$ cat src/rtl/blit_pkg.sv
package blit_pkg;
  typedef enum logic [3:0] {
    REG_SRC    = 4'd0,
    REG_DST    = 4'd1,
    REG_SPITCH = 4'd2,
    REG_DPITCH = 4'd3,
    REG_WIDTH  = 4'd4,
    REG_HEIGHT = 4'd5,
    REG_MODE   = 4'd6,
    REG_COLOR  = 4'd7,
    REG_CLIP_L = 4'd8,
    REG_CLIP_R = 4'd9,
    REG_CLIP_T = 4'd10,
    REG_CLIP_B = 4'd11,
    REG_X0     = 4'd12,
    REG_Y0     = 4'd13,
    REG_CMD    = 4'd15
  } reg_idx_e;

  localparam logic [7:0] CMD_FILL = 8'd1;
  localparam logic [7:0] CMD_COPY = 8'd2;

  localparam int MODE_REV_BIT  = 0;
  localparam int MODE_CLIP_BIT = 1;

  typedef enum logic [1:0] {
    ST_IDLE  = 2'd0,
    ST_READ  = 2'd1,
    ST_WRITE = 2'd2
  } state_e;
endpackage

$ cat src/rtl/blit_regs.sv
module blit_regs
  import blit_pkg::*;
#(
  parameter int ADDR_W = 24,
  parameter int DIM_W  = 16,
  parameter int PIX_W  = 8,
  parameter int DATA_W = 24
) (
  input  logic              clk_i,
  input  logic              rst_ni,
  input  logic              we_i,
  input  logic [3:0]        addr_i,
  input  logic [DATA_W-1:0] wdata_i,
  input  logic              busy_i,
  output logic [ADDR_W-1:0] src_base_o,
  output logic [ADDR_W-1:0] dst_base_o,
  output logic [DIM_W-1:0]  src_pitch_o,
  output logic [DIM_W-1:0]  dst_pitch_o,
  output logic [DIM_W-1:0]  width_o,
  output logic [DIM_W-1:0]  height_o,
  output logic              reverse_o,
  output logic              clip_en_o,
  output logic [PIX_W-1:0]  color_o,
  output logic [DIM_W-1:0]  clip_l_o,
  output logic [DIM_W-1:0]  clip_r_o,
  output logic [DIM_W-1:0]  clip_t_o,
  output logic [DIM_W-1:0]  clip_b_o,
  output logic [DIM_W-1:0]  x0_o,
  output logic [DIM_W-1:0]  y0_o,
  output logic              start_o,
  output logic              copy_o
);
  logic       wr_en;
  logic [7:0] cmd;
  logic       unused_wdata;

  assign wr_en        = we_i && !busy_i;
  assign cmd          = wdata_i[7:0];
  assign unused_wdata = ^wdata_i;

  assign copy_o  = (cmd == CMD_COPY);
  assign start_o = wr_en && (addr_i == REG_CMD) && ((cmd == CMD_FILL) || (cmd == CMD_COPY))
                   && (width_o != '0) && (height_o != '0);

  always_ff @(posedge clk_i or negedge rst_ni) begin
    if (!rst_ni) begin
      src_base_o  <= '0;
      dst_base_o  <= '0;
      src_pitch_o <= '0;
      dst_pitch_o <= '0;
      width_o     <= '0;
      height_o    <= '0;
      reverse_o   <= 1'b0;
      clip_en_o   <= 1'b0;
      color_o     <= '0;
      clip_l_o    <= '0;
      clip_r_o    <= '0;
      clip_t_o    <= '0;
      clip_b_o    <= '0;
      x0_o        <= '0;
      y0_o        <= '0;
    end else if (wr_en) begin
      case (addr_i)
        REG_SRC:    src_base_o  <= wdata_i[ADDR_W-1:0];
        REG_DST:    dst_base_o  <= wdata_i[ADDR_W-1:0];
        REG_SPITCH: src_pitch_o <= wdata_i[DIM_W-1:0];
        REG_DPITCH: dst_pitch_o <= wdata_i[DIM_W-1:0];
        REG_WIDTH:  width_o     <= wdata_i[DIM_W-1:0];
        REG_HEIGHT: height_o    <= wdata_i[DIM_W-1:0];
        REG_MODE: begin
          reverse_o <= wdata_i[MODE_REV_BIT];
          clip_en_o <= wdata_i[MODE_CLIP_BIT];
        end
        REG_COLOR:  color_o     <= wdata_i[PIX_W-1:0];
        REG_CLIP_L: clip_l_o    <= wdata_i[DIM_W-1:0];
        REG_CLIP_R: clip_r_o    <= wdata_i[DIM_W-1:0];
        REG_CLIP_T: clip_t_o    <= wdata_i[DIM_W-1:0];
        REG_CLIP_B: clip_b_o    <= wdata_i[DIM_W-1:0];
        REG_X0:     x0_o        <= wdata_i[DIM_W-1:0];
        REG_Y0:     y0_o        <= wdata_i[DIM_W-1:0];
        default: ;
      endcase
    end
  end
endmodule

$ cat src/rtl/blit_walker.sv
module blit_walker #(
  parameter int ADDR_W = 24,
  parameter int DIM_W  = 16
) (
  input  logic              clk_i,
  input  logic              rst_ni,
  input  logic              start_i,
  input  logic              step_i,
  input  logic              reverse_i,
  input  logic [ADDR_W-1:0] src_base_i,
  input  logic [ADDR_W-1:0] dst_base_i,
  input  logic [DIM_W-1:0]  src_pitch_i,
  input  logic [DIM_W-1:0]  dst_pitch_i,
  input  logic [DIM_W-1:0]  width_i,
  input  logic [DIM_W-1:0]  height_i,
  input  logic [DIM_W-1:0]  x0_i,
  input  logic [DIM_W-1:0]  y0_i,
  output logic [ADDR_W-1:0] src_addr_o,
  output logic [ADDR_W-1:0] dst_addr_o,
  output logic [DIM_W-1:0]  x_o,
  output logic [DIM_W-1:0]  y_o,
  output logic              last_o
);
  logic [ADDR_W-1:0] sp_ext, dp_ext;
  logic [ADDR_W-1:0] src_line, dst_line, src_nline, dst_nline;
  logic [DIM_W-1:0]  col_left, row_left;

  // pitch widened or narrowed to address width
  if (ADDR_W > DIM_W) begin : g_widen
    assign sp_ext = {{(ADDR_W-DIM_W){1'b0}}, src_pitch_i};
    assign dp_ext = {{(ADDR_W-DIM_W){1'b0}}, dst_pitch_i};
  end else begin : g_trunc
    logic unused_pitch_hi;
    assign sp_ext = src_pitch_i[ADDR_W-1:0];
    assign dp_ext = dst_pitch_i[ADDR_W-1:0];
    assign unused_pitch_hi = ^{src_pitch_i, dst_pitch_i};
  end

  assign src_nline = reverse_i ? src_line - sp_ext : src_line + sp_ext;
  assign dst_nline = reverse_i ? dst_line - dp_ext : dst_line + dp_ext;
  assign last_o    = (col_left == '0) && (row_left == '0);

  always_ff @(posedge clk_i or negedge rst_ni) begin
    if (!rst_ni) begin
      src_line   <= '0;
      dst_line   <= '0;
      src_addr_o <= '0;
      dst_addr_o <= '0;
      x_o        <= '0;
      y_o        <= '0;
      col_left   <= '0;
      row_left   <= '0;
    end else if (start_i) begin
      src_line   <= src_base_i;
      dst_line   <= dst_base_i;
      src_addr_o <= src_base_i;
      dst_addr_o <= dst_base_i;
      x_o        <= x0_i;
      y_o        <= y0_i;
      col_left   <= width_i - DIM_W'(1);
      row_left   <= height_i - DIM_W'(1);
    end else if (step_i) begin
      if (col_left != '0) begin
        col_left   <= col_left - DIM_W'(1);
        src_addr_o <= reverse_i ? src_addr_o - ADDR_W'(1) : src_addr_o + ADDR_W'(1);
        dst_addr_o <= reverse_i ? dst_addr_o - ADDR_W'(1) : dst_addr_o + ADDR_W'(1);
        x_o        <= reverse_i ? x_o - DIM_W'(1) : x_o + DIM_W'(1);
      end else if (row_left != '0) begin
        row_left   <= row_left - DIM_W'(1);
        col_left   <= width_i - DIM_W'(1);
        src_line   <= src_nline;
        dst_line   <= dst_nline;
        src_addr_o <= src_nline;
        dst_addr_o <= dst_nline;
        x_o        <= x0_i;
        y_o        <= reverse_i ? y_o - DIM_W'(1) : y_o + DIM_W'(1);
      end
    end
  end
endmodule

$ cat src/rtl/blit_clip.sv
module blit_clip #(
  parameter int DIM_W = 16
) (
  input  logic             en_i,
  input  logic [DIM_W-1:0] x_i,
  input  logic [DIM_W-1:0] y_i,
  input  logic [DIM_W-1:0] left_i,
  input  logic [DIM_W-1:0] right_i,
  input  logic [DIM_W-1:0] top_i,
  input  logic [DIM_W-1:0] bottom_i,
  output logic             visible_o
);
  logic in_x, in_y;
  assign in_x      = (x_i >= left_i) && (x_i <= right_i);
  assign in_y      = (y_i >= top_i) && (y_i <= bottom_i);
  assign visible_o = !en_i || (in_x && in_y);
endmodule

$ cat src/rtl/rect_blit_engine.sv
module rect_blit_engine
  import blit_pkg::*;
#(
  parameter int ADDR_W = 24,
  parameter int DIM_W  = 16,
  parameter int PIX_W  = 8,
  parameter int DATA_W = 24
) (
  input  logic              clk_i,
  input  logic              rst_ni,
  input  logic              reg_we_i,
  input  logic [3:0]        reg_addr_i,
  input  logic [DATA_W-1:0] reg_wdata_i,
  output logic [3:0]        status_o,
  output logic              mem_req_o,
  output logic              mem_we_o,
  output logic [ADDR_W-1:0] mem_addr_o,
  output logic [PIX_W-1:0]  mem_wdata_o,
  input  logic [PIX_W-1:0]  mem_rdata_i,
  input  logic              mem_ready_i
);
  logic [ADDR_W-1:0] src_base, dst_base, src_addr, dst_addr;
  logic [DIM_W-1:0]  src_pitch, dst_pitch, width, height, x0, y0;
  logic [DIM_W-1:0]  clip_l, clip_r, clip_t, clip_b, cur_x, cur_y;
  logic [PIX_W-1:0]  color, rdata_q;
  logic              reverse, clip_en, start, start_copy, op_copy;
  logic              busy, last_pix, pix_vis, advance;
  state_e            state_q, state_d;

  assign busy = (state_q != ST_IDLE);

  blit_regs #(.ADDR_W(ADDR_W), .DIM_W(DIM_W), .PIX_W(PIX_W), .DATA_W(DATA_W)) u_regs (
    .clk_i, .rst_ni,
    .we_i(reg_we_i), .addr_i(reg_addr_i), .wdata_i(reg_wdata_i), .busy_i(busy),
    .src_base_o(src_base), .dst_base_o(dst_base),
    .src_pitch_o(src_pitch), .dst_pitch_o(dst_pitch),
    .width_o(width), .height_o(height),
    .reverse_o(reverse), .clip_en_o(clip_en), .color_o(color),
    .clip_l_o(clip_l), .clip_r_o(clip_r), .clip_t_o(clip_t), .clip_b_o(clip_b),
    .x0_o(x0), .y0_o(y0),
    .start_o(start), .copy_o(start_copy)
  );

  blit_walker #(.ADDR_W(ADDR_W), .DIM_W(DIM_W)) u_walker (
    .clk_i, .rst_ni,
    .start_i(start), .step_i(advance), .reverse_i(reverse),
    .src_base_i(src_base), .dst_base_i(dst_base),
    .src_pitch_i(src_pitch), .dst_pitch_i(dst_pitch),
    .width_i(width), .height_i(height), .x0_i(x0), .y0_i(y0),
    .src_addr_o(src_addr), .dst_addr_o(dst_addr),
    .x_o(cur_x), .y_o(cur_y), .last_o(last_pix)
  );

  blit_clip #(.DIM_W(DIM_W)) u_clip (
    .en_i(clip_en), .x_i(cur_x), .y_i(cur_y),
    .left_i(clip_l), .right_i(clip_r), .top_i(clip_t), .bottom_i(clip_b),
    .visible_o(pix_vis)
  );

  // a clipped pixel retires in one cycle without touching memory
  always_comb begin
    state_d = state_q;
    advance = 1'b0;
    unique case (state_q)
      ST_IDLE:  if (start) state_d = start_copy ? ST_READ : ST_WRITE;
      ST_READ: begin
        if (!pix_vis) advance = 1'b1;
        else if (mem_ready_i) state_d = ST_WRITE;
      end
      ST_WRITE: if (!pix_vis || mem_ready_i) advance = 1'b1;
      default:  state_d = ST_IDLE;
    endcase
    if (advance) state_d = last_pix ? ST_IDLE : (op_copy ? ST_READ : ST_WRITE);
  end

  always_ff @(posedge clk_i or negedge rst_ni) begin
    if (!rst_ni) begin
      state_q <= ST_IDLE;
      op_copy <= 1'b0;
      rdata_q <= '0;
    end else begin
      state_q <= state_d;
      if (start) op_copy <= start_copy;
      if (state_q == ST_READ && pix_vis && mem_ready_i) rdata_q <= mem_rdata_i;
    end
  end

  assign mem_req_o   = busy && pix_vis;
  assign mem_we_o    = (state_q == ST_WRITE);
  assign mem_addr_o  = mem_we_o ? dst_addr : src_addr;
  assign mem_wdata_o = op_copy ? rdata_q : color;
  assign status_o    = busy ? {1'b0, !op_copy, op_copy, 1'b1} : 4'd0;
endmodule

$ cat config.mk
export PLATFORM = sky130hd
export DESIGN_NAME = rect_blit_engine
export DESIGN_NICKNAME = d
export VERILOG_FILES = /design/src/rtl/blit_pkg.sv /design/src/rtl/blit_regs.sv /design/src/rtl/blit_walker.sv /design/src/rtl/blit_clip.sv /design/src/rtl/rect_blit_engine.sv
export SDC_FILE = /design/constraint.sdc
export NUM_CORES = 1
export LEC_CHECK = 0
export ABC_AREA = 1
export BUFFER_PORTS_ARGS = -buffer_cell sky130_fd_sc_hd__buf_2
export CAP_MARGIN = 20
export CORE_AREA = 8 8 249 251
export DETAILED_ROUTE_END_ITERATION = 8
export DIE_AREA = 0 0 257 259
export GPL_ROUTABILITY_DRIVEN = 0
export SYNTH_ARGS = -nofsm -noshare
export SYNTH_HDL_FRONTEND = slang
export SYNTH_HIERARCHICAL = 1
export SYNTH_SLANG_ARGS = --single-unit
$ cat constraint.sdc
create_clock -name clk_i -period 9.1 [get_ports clk_i]
set_clock_uncertainty 0.2 [all_clocks]
set_input_delay 1.82 -clock clk_i [delete_from_list [all_inputs] [get_ports clk_i]]
set_output_delay 1.82 -clock clk_i [all_outputs]
set_load 0.02 [all_outputs]
Word level (Yosys, flattened, before mapping)

Index checks and enable logic that the tools add are counted.

Add/subtract/negate cells: 16
$lt $le $gt $ge: 4
Equality and inequality tests: 23
Multiplexer cells: 50
Reduce and logical (&&, ||, !) cells: 48

Operator list:

| kind                                                | number |
|---|---|
| 2-to-1 mux 24 bit                                   | 19 |
| 2-to-1 mux 16 bit                                   | 18 |
| subtractor 16 x 1 -> 16 bit (second input constant) | 6 |
| nonzero test 16 bit                                 | 4 |
| adder 24 x 1 -> 24 bit (second input constant)      | 2 |
| adder 24 x 16 -> 24 bit                             | 2 |
| subtractor 24 x 1 -> 24 bit (second input constant) | 2 |
| subtractor 24 x 16 -> 24 bit                        | 2 |
| adder 16 x 1 -> 16 bit (second input constant)      | 2 |
| greater-or-equal comparator 16 bit                  | 2 |
| less-or-equal comparator 16 bit                     | 2 |
| logical NOT 16 bit                                  | 2 |
| AND reduction 2 bit                                 | 15 |
| == test 4 bit (second input constant)               | 7 |
| == test 4 x 3 -> 1 bit (second input constant)      | 4 |
| 2-to-1 mux 2 bit                                    | 7 |
| logical AND 1 bit                                   | 12 |
| != test 3 bit (second input constant)               | 3 |
| == test 4 x 2 -> 1 bit (second input constant)      | 2 |
| == test 8 x 1 -> 1 bit (second input constant)      | 1 |
| == test 8 x 2 -> 1 bit (second input constant)      | 1 |
| 2-to-1 mux 8 bit                                    | 1 |
| one-hot mux 2 bit (3 select lines)                  | 1 |
| nonzero test 2 bit                                  | 3 |
| other kinds (15)                                    | 21 |

Flip-flop bits (word level): 389
Bits of input ports: 40

Depth between registers and ports, before layout

Gate-level depths: netlist of the first run.

Depth after elaboration: 10
Mapped depth: 29

By module

Netlist of the first run, hierarchy kept.

Modules (own cells, without submodules):

| module           | times used | cells each | area an instance (µm²) |
|---|---|---|---|
| blit_walker      | 1          | 2841       | 17334.1 |
| blit_regs        | 1          | 809        | 8104.0 |
| blit_clip        | 1          | 282        | 1705.4 |
| rect_blit_engine | 1          | 173        | 1021.0 |

Least setup slack after synthesis of the first run

Ideal clock, no wire load.

Path kind: reg-to-reg
Start point: register u_regs.reverse_o
End point: register u_walker.dst_addr_o[16]
Setup time: 0.117 ns
Arrival: 4.441 ns
Path slack: 4.341 ns
Cell stages (with the launch flop): 17
Path buffers: 3
Period minus slack after synthesis: 4.759 ns
Cell sequence: dfrtp_1 clkinv_1 clkbuf_1 clkbuf_1 clkbuf_1 fa_1 nand3b_1 nand2_1 nand2_1 nand2_1 nand3_1 nand2_1 nand2_1 nand3_1 nand3_1 nor2_1 nor2_1

Word-level cells in the longest chain between the ends: 5
Elaborated cells between the ends (all ways): 6
Classes of those cells: mux: 6

Ends and longest elaborated chain:

| what                   | line              | RTL |
|---|---|---|
| start, declared        | blit_regs.sv:21   | `output logic reverse_o,` |
| start signal, assigned | blit_regs.sv:71   | `reverse_o <= wdata_i[MODE_REV_BIT];` |
| 2-to-1 mux 24 bit      | blit_walker.sv:40 | `assign dst_nline = reverse_i ? dst_line - dp_ext : dst_line + dp_ext;` |
| 2-to-1 mux 24 bit      | blit_walker.sv:68 | `end else if (row_left != '0) begin` |
| 2-to-1 mux 24 bit (*)  | blit_walker.sv:63 | `if (col_left != '0) begin` |
| 2-to-1 mux 24 bit (*)  | blit_walker.sv:62 | `end else if (step_i) begin` |
| 2-to-1 mux 24 bit (*)  | blit_walker.sv:53 | `end else if (start_i) begin` |
| end signal, assigned   | blit_walker.sv:57 | `dst_addr_o <= dst_base_i;` |
| end signal, assigned   | blit_walker.sv:66 | `dst_addr_o <= reverse_i ? dst_addr_o - ADDR_W'(1) : dst_addr_o + ADDR_W'(1);` |
| end signal, assigned   | blit_walker.sv:74 | `dst_addr_o <= dst_nline;` |
| end, declared          | blit_walker.sv:19 | `output logic [ADDR_W-1:0] dst_addr_o,` |

Mark *: on every way between the ends. The rest lies on a longest branch, timed or not. The select of a mux whose other input is x is not followed.
A chain may end at the register's enable or synchronous reset.

Final worst setup path of the first run

Start point: input port reg_wdata_i[0]
End point: register u_walker.col_left[10]

Word-level cells in the longest chain between the ends: 7
Elaborated cells between the ends (all ways): 10
Classes of those cells: eq/ne: 2; mux: 1; reduce/logical: 7

Ends and longest elaborated chain:

| what                                                                      | line                   | RTL |
|---|---|---|
| start, declared                                                           | rect_blit_engine.sv:13 | `input logic [DATA_W-1:0] reg_wdata_i,` |
| == test 8 x 1 -> 1 bit or == test 8 x 2 -> 1 bit (tied branches)          | blit_regs.sv:42        | `assign start_o = wr_en && (addr_i == REG_CMD) && ((cmd == CMD_FILL) \|\| (cmd == CMD_COPY))` |
| logical OR 1 bit (*)                                                      | blit_regs.sv:42        |  |
| logical AND 1 bit (*)                                                     | blit_regs.sv:42        |  |
| logical AND 1 bit (*) (2 in a row)                                        | blit_regs.sv:43        | `&& (width_o != '0) && (height_o != '0);` |
| named net start                                                           | rect_blit_engine.sv:26 | `logic reverse, clip_en, start, start_copy, op_copy;` |
| nonzero test 3 bit (no source line) or nonzero test 2 bit (tied branches) | -                      |  |
| AND reduction 2 bit (no source line)                                      | -                      |  |
| end signal, assigned                                                      | blit_walker.sv:60      | `col_left <= width_i - DIM_W'(1);` |
| end signal, assigned                                                      | blit_walker.sv:64      | `col_left <= col_left - DIM_W'(1);` |
| end signal, assigned                                                      | blit_walker.sv:70      | `col_left <= width_i - DIM_W'(1);` |
| end, declared                                                             | blit_walker.sv:26      | `logic [DIM_W-1:0] col_left, row_left;` |

Mark *: on every way through the listed nets, which the timed path passes. The rest lies on a longest branch.

==> impl_metrics.env, run 1 <==
export IMPL_clockBufferDepth=3
export IMPL_worst_pin_slew_ns=1.07
export IMPL_die_h_um=259
export IMPL_io_pins=78
export IMPL_initialDrtViolationCount=2017
export IMPL_endpoint_kind="register"
export IMPL_ys_seq_area_frac=0.346
export IMPL_final_util=0.528
export IMPL_synthArstFlopShare=1.00
export IMPL_overflow=0
export IMPL_synth_seq_cells=389
export IMPL_wl_um=87700
export IMPL_syn2layout_area_growth_pct=9.26
export IMPL_start_kind="input pin"
export IMPL_finalHoldViolCount=0
export IMPL_antenna_found_initial=4
export IMPL_synth_edf_count=0
export IMPL_clock_sinks=389
export IMPL_hold_buffers=0
export IMPL_cts_setup_buffers=0
export IMPL_maxCapViolations=0
export IMPL_clkTransAtPathRegs_ns=0.06
export IMPL_cts_root_buf="clkbuf_16"
export IMPL_crit_chain="buf_2 > inv_1 > nand2_1 > a21oi_1 > nand3_1 > nor2_4 > clkinv_2 > nand2_1 > a21oi_4 > inv_2 > buf_4 > o21ai_0 > o2bb2ai_1"
export IMPL_vias_per_cell=5.32
export IMPL_critPathTopFamily="buffers and inverters"
export IMPL_ys_types=53
export IMPL_rsz0062_at_grt="false"
export IMPL_fin_crit_ns=5.11
export IMPL_cp_data_arrival_time_ns=5.37
export IMPL_peakVddDrop_uv=313
export IMPL_grtUsageTotal=0.260
export IMPL_synth_top_cell_area_share=0.346
export IMPL_netlist_top_cells_count="nand2_1, inv_1, dfrtp_1"
export IMPL_crit_buf_inv=5
export IMPL_synth_area_um2=28200
export IMPL_setup_violations=0
export IMPL_nets=4357
export IMPL_drc=0
export IMPL_instances_no_fill=4927
export IMPL_worstPathRequired_ns=9.36
export IMPL_power_leakage_nw=16.6
export IMPL_finalPower_mw=11.6
export IMPL_crit_fanout=47
export IMPL_yosys_cell_count_top_type="nand2_1"
export IMPL_synth_top_area_cell="dfrtp_1"
export IMPL_ant_nets=0
export IMPL_port_buffers=76
export IMPL_avgRoutedWirePerCell_um=17.8
export IMPL_dp_cells=4836
export IMPL_max_stage_delay_ns=0.57
export IMPL_status="finished clean"
export IMPL_worst_hold_path_type="register to register"
export IMPL_fmax_mhz=196
export IMPL_cts_tree="yes"
export IMPL_grt_pass1_vias=24800
export IMPL_cts_resized=0
export IMPL_syn_nets=4347
export IMPL_synth_flop_cell="dfrtp_1"
export IMPL_drive_above_1_share=0.0600
export IMPL_max_slew_margin_rel=0.283
export IMPL_htreeDepth=2
export IMPL_dr_pass1_iters=5
export IMPL_worstSkewPairLatency_ns=0.60
export IMPL_cp_slowest_cell="inv_2"
export IMPL_min_period_over_period=0.561
export IMPL_finalSetupTns_ns=0
export IMPL_slew_viol_final=0
export IMPL_power_density_nw_per_um2=377
export IMPL_core_area_um2=58200
export IMPL_fp_dieArea_um2=66600
export IMPL_start_util=0.484
export IMPL_worst_setup_path_type="input pin to register"
export IMPL_num_vias=26200
export IMPL_cts_inserted_buffers=47
export IMPL_grt_max_degree=149
export IMPL_num_rows=89
export IMPL_die_width_um=257
export IMPL_synthCells=4105
export IMPL_ys_warn_count=6
export IMPL_syn_avg_cell_area_um2=6.86
export IMPL_ys_top_cells_by_area="dfrtp_1, nand2_1, ha_1"
export IMPL_grt_first_pass_wirelength_um=139000
export IMPL_hpwlAfterDp_um=63400
export IMPL_crit_top_cell="nand2_1"
## layout by cell type (no fill, tap or decap), types with 15 or more instances in the layout
cell / n
nand2_1: 1343
inv_1: 493
dfrtp_1: 388
o21ai_0: 349
nor2_1: 336
nand3_1: 236
ha_1: 196
a21oi_1: 180
buf_2: 75
xor2_1: 51
clkbuf_16: 47
nand4_1: 46
xnor2_1: 45
o21ai_1: 43
nor3_1: 34
o21bai_1: 28
o211ai_1: 21
nand3b_1: 19
buf_4: 18
or2_2: 17
o21a_1: 15
## flip-flops by register name, indices dropped and copies added, names as in the netlist, 24 cells and up
name                 cells
u_walker/dst_addr_o     24
u_walker/src_addr_o     24
u_walker/src_line       24
u_walker/dst_line       24
u_regs/dst_base_o       24
u_regs/src_base_o       24
## path summary, 6_finish.rpt
kind	cells after the start	slack [ns]	start	end
hold / removal	2	0.28	u_regs/clip_r_o[8]	u_regs/clip_r_o[8]
setup reg to reg	25	4.40	u_walker/y_o[3]	u_walker/col_left[6]
min in group asynchronous	1	1.04	rst_ni	u_regs/clip_t_o[5]
setup / recovery	13	3.99	reg_wdata_i[0]	u_walker/col_left[10]
hold reg to reg	2	0.28	u_regs/clip_r_o[8]	u_regs/clip_r_o[8]
max in group asynchronous	2	6.08	rst_ni	u_walker/row_left[15]
## layout make-up
type / count / area (µm²)
fillers: 5882 / 27500
multi-input cells: 3076 / 15900
flip-flops and latches: 389 / 9740
inverters: 501 / 1890
clock buffers: 64 / 1330
well taps: 773 / 967
repair buffers: 100 / 668
clock inverters: 22 / 317
diodes: 2 / 5.00
## through the flow
step	hold WS, ns	setup WS, ns	cell area (µm²)
finish	0.284	3.99	30800
global route	0.300	3.65	30800
CTS	0.284	4.00	30700
detailed placement	0.269	3.35	29100
global placement	0.261	3.39	29000
floorplan	0.248	4.34	28200
## report_power, final
part | switching (mW) | internal, mW | total, mW
clock | 0.793 | 1.22 | 2.02
sequential | 0.636 | 2.40 | 3.03
combinational | 4.20 | 2.33 | 6.54
## kinds of logic after synthesis
logic type,count (synthesis),share of synthesized area
AO/OA/AOI/OAI,700,0.136
other,1,0.000133
buffers and inverters,640,0.0922
XOR/XNOR,96,0.0299
flip-flops,389,0.346
multiplexers,8,0.00320
adder cells (fa/ha/maj),202,0.0913
AND/OR/NAND/NOR,2069,0.301
## layer usage
layer  global-route usage  vias up  wire length (µm)
met5                    0        -                 0
met4               0.0900        0              2790
met3               0.0389      146              5740
met2                0.416      743             39300
met1                0.358    12100             39900
li1                     -    13200                 -
## worst min-delay path, stage by stage (launching register included)
cell     delay (ns)
dfrtp_1        0.34
nand2_1        0.05
o21ai_0        0.06
No activity file was read; power rests on OpenSTA's default activity.
==> run 2, diff against run 1 <==
- clock period: 9.1 -> 4.9 ns (I/O delays scaled with it)
==> impl_metrics.env, run 2 (synthesized netlist as in run 1, its figures left out) <==
export IMPL_final_cell_mix="nand2_1, inv_1, dfrtp_1, o21ai_0, nor2_1"
export IMPL_nets=4367
export IMPL_num_vias=26300
export IMPL_cts_root_buf="clkbuf_16"
export IMPL_die_width_um=257
export IMPL_cts_resized=0
export IMPL_overflow=0
export IMPL_worstPathRequired_ns=3.72
export IMPL_core_area_um2=58200
export IMPL_hpwlAfterDp_um=61900
export IMPL_rsz0062_at_grt="false"
export IMPL_hold_buffers=0
export IMPL_worst_pin_slew_ns=1.09
export IMPL_final_util=0.531
export IMPL_worst_hold_path_type="input pin to async pin"
export IMPL_syn2layout_area_growth_pct=9.76
export IMPL_maxCapViolations=0
export IMPL_startpoint="u_walker/y_o[3]"
export IMPL_ant_nets=0
export IMPL_clockBufferDepth=3
export IMPL_start_kind="register"
export IMPL_rrSetupSlack_ns=0.97
export IMPL_port_buffers=76
export IMPL_htreeDepth=2
export IMPL_endpoint_kind="primary output"
export IMPL_min_period_over_period=0.811
export IMPL_cp_data_arrival_time_ns=2.79
export IMPL_p_clk_frac=0.174
export IMPL_peakVddDrop_uv=449
export IMPL_switching_share=0.485
export IMPL_antenna_found_initial=8
export IMPL_grt_max_degree=91
export IMPL_mostFrequentLayoutCell="nand2_1"
export IMPL_num_rows=89
export IMPL_clkTransAtPathRegs_ns=0.05
export IMPL_cts_setup_buffers=0
export IMPL_crit_fanout=4
export IMPL_initialDrtViolationCount=2095
export IMPL_finalHoldViolCount=0
export IMPL_rr_startpoint="u_walker/y_o[3]"
export IMPL_fp_dieArea_um2=66600
export IMPL_status="finished clean"
export IMPL_worst_setup_path_type="register to primary output"
export IMPL_vias_per_cell=5.32
export IMPL_cts_tree="yes"
export IMPL_drive_above_1_share=0.0627
export IMPL_switchingPower_mw=10.4
export IMPL_finalSetupTns_ns=0
export IMPL_power_leakage_nw=16.6
export IMPL_max_slew_margin_rel=0.270
export IMPL_wl_um=87500
export IMPL_cts_inserted_buffers=48
export IMPL_fin_crit_ns=3.97
export IMPL_avgRoutedWirePerCell_um=17.7
export IMPL_clock_sinks=389
export IMPL_dr_pass1_iters=6
export IMPL_p_seq_frac=0.255
export IMPL_internal_power_mw=11.1
export IMPL_setup_violations=0
export IMPL_p_comb_frac=0.571
export IMPL_slew_viol_final=0
export IMPL_worstSkewPairLatency_ns=0.60
export IMPL_fmax_mhz=252
export IMPL_drc=0
export IMPL_die_h_um=259
export IMPL_power_density_nw_per_um2=696
export IMPL_io_pins=78
export IMPL_grtUsageTotal=0.257
export IMPL_grt_first_pass_wirelength_um=137000
export IMPL_start_util=0.484
export IMPL_grt_pass1_vias=24700
-- run 2: cell count changes in the layout (fill, tap and decap cells not counted), sizes merged --
cell      delta
buf          +9
bufinv       -2
inv          +2
clkbuf       +1
clkinv       -1
clkinvlp     +1
diode        -1
-- run 2: final cells by class --
class | instances | area [µm²]
diodes | 1 | 2.50
clock buffers | 65 | 1380
clock inverters | 22 | 290
fillers | 5963 | 27300
inverters | 501 | 1890
multi-input cells | 3076 | 15900
flip-flops and latches | 389 | 9740
well taps | 773 | 967
repair buffers | 109 | 791
-- run 2: final timing paths --
check | end | cells after the start
min reg2reg | u_regs/y0_o[6] | 2
max in group asynchronous | u_walker/src_line[16] | 2
min | u_regs/clip_b_o[4] | 1
min in group clk_i | u_regs/y0_o[6] | 2
max reg2reg | u_walker/dst_addr_o[17] | 26
max | mem_req_o | 16
-- run 2: critical path: stages (launching register included) --
cell	delay (ns)
dfrtp_1	0.43
ha_1	0.33
nand2_1	0.09
nor2_1	0.12
nor2_1	0.05
nand2_1	0.05
nand2_1	0.05
nand2_1	0.13
nand2_1	0.07
nand2_1	0.09
nand2_1	0.08
inv_1	0.08
nand3_1	0.10
nand2_1	0.17
inv_1	0.09
nor2_1	0.09
buf_2	0.19
-- run 2: power by group through the flow --
| stage | Sequential [mW] | Combinational, mW | Clock, mW |
|---|---|---|---|
| detailed placement | 5.52 | 12.1 | 0 |
| finish | 5.48 | 12.3 | 3.75 |
| CTS | 5.48 | 12.2 | 3.84 |
| floorplan | 5.23 | 9.20 | 0 |
| global route | 5.64 | 13.9 | 3.95 |
| global placement | 5.50 | 12.0 | 0 |
-- run 2: routing by layer --
metal,global-route usage,vias up,wire [µm]
met4,0.0845,0,2800
met5,0,-,0
li1,-,13200,-
met2,0.408,709,38600
met1,0.358,12200,40900
met3,0.0367,145,5240
-- run 2: stage by stage --
stage	setup WS (ns)	hold slack, ns	total power, mW	std cells	area [µm²]
3_3_place_gp	0.880	0.263	17.5	4844	29100
2_1_floorplan	0.141	0.248	14.4	4105	28200
5_1_grt	0.600	0.201	23.5	4935	30900
3_5_place_dp	0.833	0.269	17.6	4844	29100
6_report	0.928	0.154	21.5	4936	30900
4_1_cts	0.861	0.177	21.5	4931	30800
==> run 3, diff against run 2 <==
- ABC_AREA: 1 -> 0
- CORE_AREA: 8 8 249 251 -> 8 8 239 241
- DIE_AREA: 0 0 257 259 -> 0 0 247 249
- PLACE_DENSITY: default -> 0.67
- clock period: 4.9 -> 3.45 ns (I/O delays scaled with it)
==> impl_metrics.env, run 3 <==
export IMPL_status="complete, but fails checks"
export IMPL_violations="setup timing"
export IMPL_synthArstFlopShare=1.00
export IMPL_ant_nets=0
export IMPL_crit_fanout=4
export IMPL_dpl_cell_area_um2=30100
export IMPL_ys_seq_area_frac=0.377
export IMPL_mostFrequentLayoutCell="buf_4"
export IMPL_clockBufferDepth=3
export IMPL_yosys_cell_count_top_type="dfrtp_1"
export IMPL_clkTransAtPathRegs_ns=0.06
export IMPL_start_util=0.485
export IMPL_worstPathRequired_ns=3.70
export IMPL_fin_area_um2=35400
export IMPL_synth_area_um2=25800
export IMPL_hpwlAfterDp_um=55400
export IMPL_post_place_ws_ns=-0.562
export IMPL_cts_inserted_buffers=44
export IMPL_synth_flop_cell="dfrtp_1"
export IMPL_nets=3426
export IMPL_syn_nets=2886
export IMPL_setup_violations=160
export IMPL_synth_seq_cells=389
export IMPL_wl_um=88400
export IMPL_max_slew_margin_rel=0.473
export IMPL_die_width_um=247
export IMPL_overflow=0
export IMPL_synthCells=2644
export IMPL_fmax_mhz=254
export IMPL_synth_edf_count=0
export IMPL_worst_setup_path_type="register to register"
export IMPL_num_rows=85
export IMPL_fin_ws_ns=-0.494
export IMPL_dr_pass1_iters=5
export IMPL_fp_dieArea_um2=61500
export IMPL_synth_top_cell_area_share=0.377
export IMPL_ys_types=107
export IMPL_port_buffers=76
export IMPL_worst_pin_slew_ns=0.787
export IMPL_peakVddDrop_uv=546
export IMPL_worstSkewPairLatency_ns=0.60
export IMPL_cts_root_buf="clkbuf_16"
export IMPL_endpoint_kind="register"
export IMPL_drive_above_1_share=0.416
export IMPL_instances_no_fill=3917
export IMPL_vias_per_cell=6.06
export IMPL_io_pins=78
export IMPL_initialDrtViolationCount=2175
export IMPL_drc=0
export IMPL_ys_top_cells_by_area="dfrtp_1, mux2_2, ha_1"
export IMPL_maxCapViolations=0
export IMPL_clock_sinks=389
export IMPL_htreeDepth=2
export IMPL_dp_cells=3719
export IMPL_grt_pass1_vias=24100
export IMPL_cts_tree="yes"
export IMPL_netlist_top_cells_count="dfrtp_1, mux2_2, a21oi_1"
export IMPL_ys_warn_count=6
export IMPL_antenna_found_initial=3
export IMPL_grtUsageTotal=0.264
export IMPL_syn2layout_area_growth_pct=37.0
export IMPL_cp_data_arrival_time_ns=4.20
export IMPL_fin_crit_ns=3.94
export IMPL_avgRoutedWirePerCell_um=22.6
export IMPL_power_leakage_nw=16.7
export IMPL_syn_avg_cell_area_um2=9.76
export IMPL_grt_first_pass_wirelength_um=130000
export IMPL_final_util=0.664
export IMPL_slew_viol_final=0
export IMPL_worst_hold_path_type="input pin to register"
export IMPL_final_cell_mix="buf_4, dfrtp_1, mux2_2, ha_1, nand2_1"
export IMPL_grt_max_degree=120
export IMPL_core_area_um2=53300
export IMPL_min_period_over_period=1.14
export IMPL_die_h_um=249
export IMPL_finalHoldViolCount=0
export IMPL_rsz0062_at_grt="true"
export IMPL_power_density_nw_per_um2=1000
export IMPL_start_kind="register"
export IMPL_num_vias=23700
export IMPL_synth_top_area_cell="dfrtp_1"
==> run 3: changes by cell type in the layout (fill, tap and decap cells not counted), moves of 65 or more <==
cell and change:
o21ai_0 -295, nand2_1 -1169, nor2_1 -189, nand3_1 -203, o21ai_1 +65, inv_1 -389, buf_4 +384, mux2_2 +231
==> run 3: timing repair <==
item / in CTS / in global routing
endpoints found under the setup margin: 160 / 166
pin swaps: 131 / 142
hold endpoints to repair: 59 / 0
buffers inserted: 68 / 52
cloned: 17 / 4
resized for setup: 394 / 250
hold buffers: 1 / 0
==> run 3: cells by family after synthesis <==
group / synth area share
AOI/OAI and AO/OA: 0.159
muxes: 0.134
buffers and inverters: 0.0397
DFF: 0.377
and+or+nand+nor: 0.131
other: 0.000145
xor gates and xnor gates: 0.0598
adders and majority gates: 0.0996
==> run 3: final timing paths <==
kind                                  startpoint                       to  slack [ns]  cells after the start
min in group asynchronous                 rst_ni       u_regs/clip_l_o[1]        0.48                      2
min                               mem_rdata_i[0]               rdata_q[0]        0.13                      2
max in group asynchronous                 rst_ni               rdata_q[7]        1.74                      3
max                        u_regs/dst_pitch_o[6]  u_walker/dst_addr_o[23]       -0.49                     18
min reg2reg                   u_regs/clip_r_o[6]       u_regs/clip_r_o[6]        0.30                      1
max reg2reg                u_regs/dst_pitch_o[6]  u_walker/dst_addr_o[23]       -0.49                     18
==> run 3: metrics by stage <==
step	hold WS [ns]	TNS (ns)	power (mW)
2_1_floorplan	0.194	-7.69	19.2
3_3_place_gp	0.261	-31.55	25.2
3_5_place_dp	0.271	-38.10	26.0
4_1_cts	0.109	-33.17	33.1
5_1_grt	0.124	-57.32	37.5
6_report	0.127	-36.72	35.5
==> run 3: cell type report <==
cell class                      instances  area, µm²
Antenna cell                            1       2.50
Clock buffer                           62       1300
Clock inverter                         20        264
Fill cell                            3795      17900
Inverter                              112        427
Multi-Input combinational cell       2032      17300
Sequential cell                       389       9740
Tap cell                              696        871
Timing Repair Buffer                  605       5430
==> run 3: layer usage <==
layer,GRT usage,vias to the layer above,share of wire
met5,0,-,0.00031
met4,0.119,4,0.052
met3,0.0434,310,0.072
met2,0.442,1060,0.48
met1,0.330,11700,0.40
li1,-,10600,-
==> run 3: power by group <==
group	switching (mW)	internal (mW)
clock	2.07	2.96
sequential	1.45	6.25
combinational	11.6	11.1
==> run 3: worst max-delay path, stage by stage, from the launching register on <==
cell and delay, ns:
dfrtp_1 0.39, nor3_2 0.21, nand2b_1 0.12, nor4_2 0.20, buf_4 0.19, a31oi_4 0.09
xnor2_2 0.14, ha_1 0.32, nand4_1 0.15, o31ai_1 0.28, a31o_2 0.16, and4b_1 0.23
o31ai_2 0.25, a21oi_2 0.08, xor2_1 0.14, buf_4 0.15, mux2i_2 0.15, a311oi_1 0.30
a211oi_1 0.07
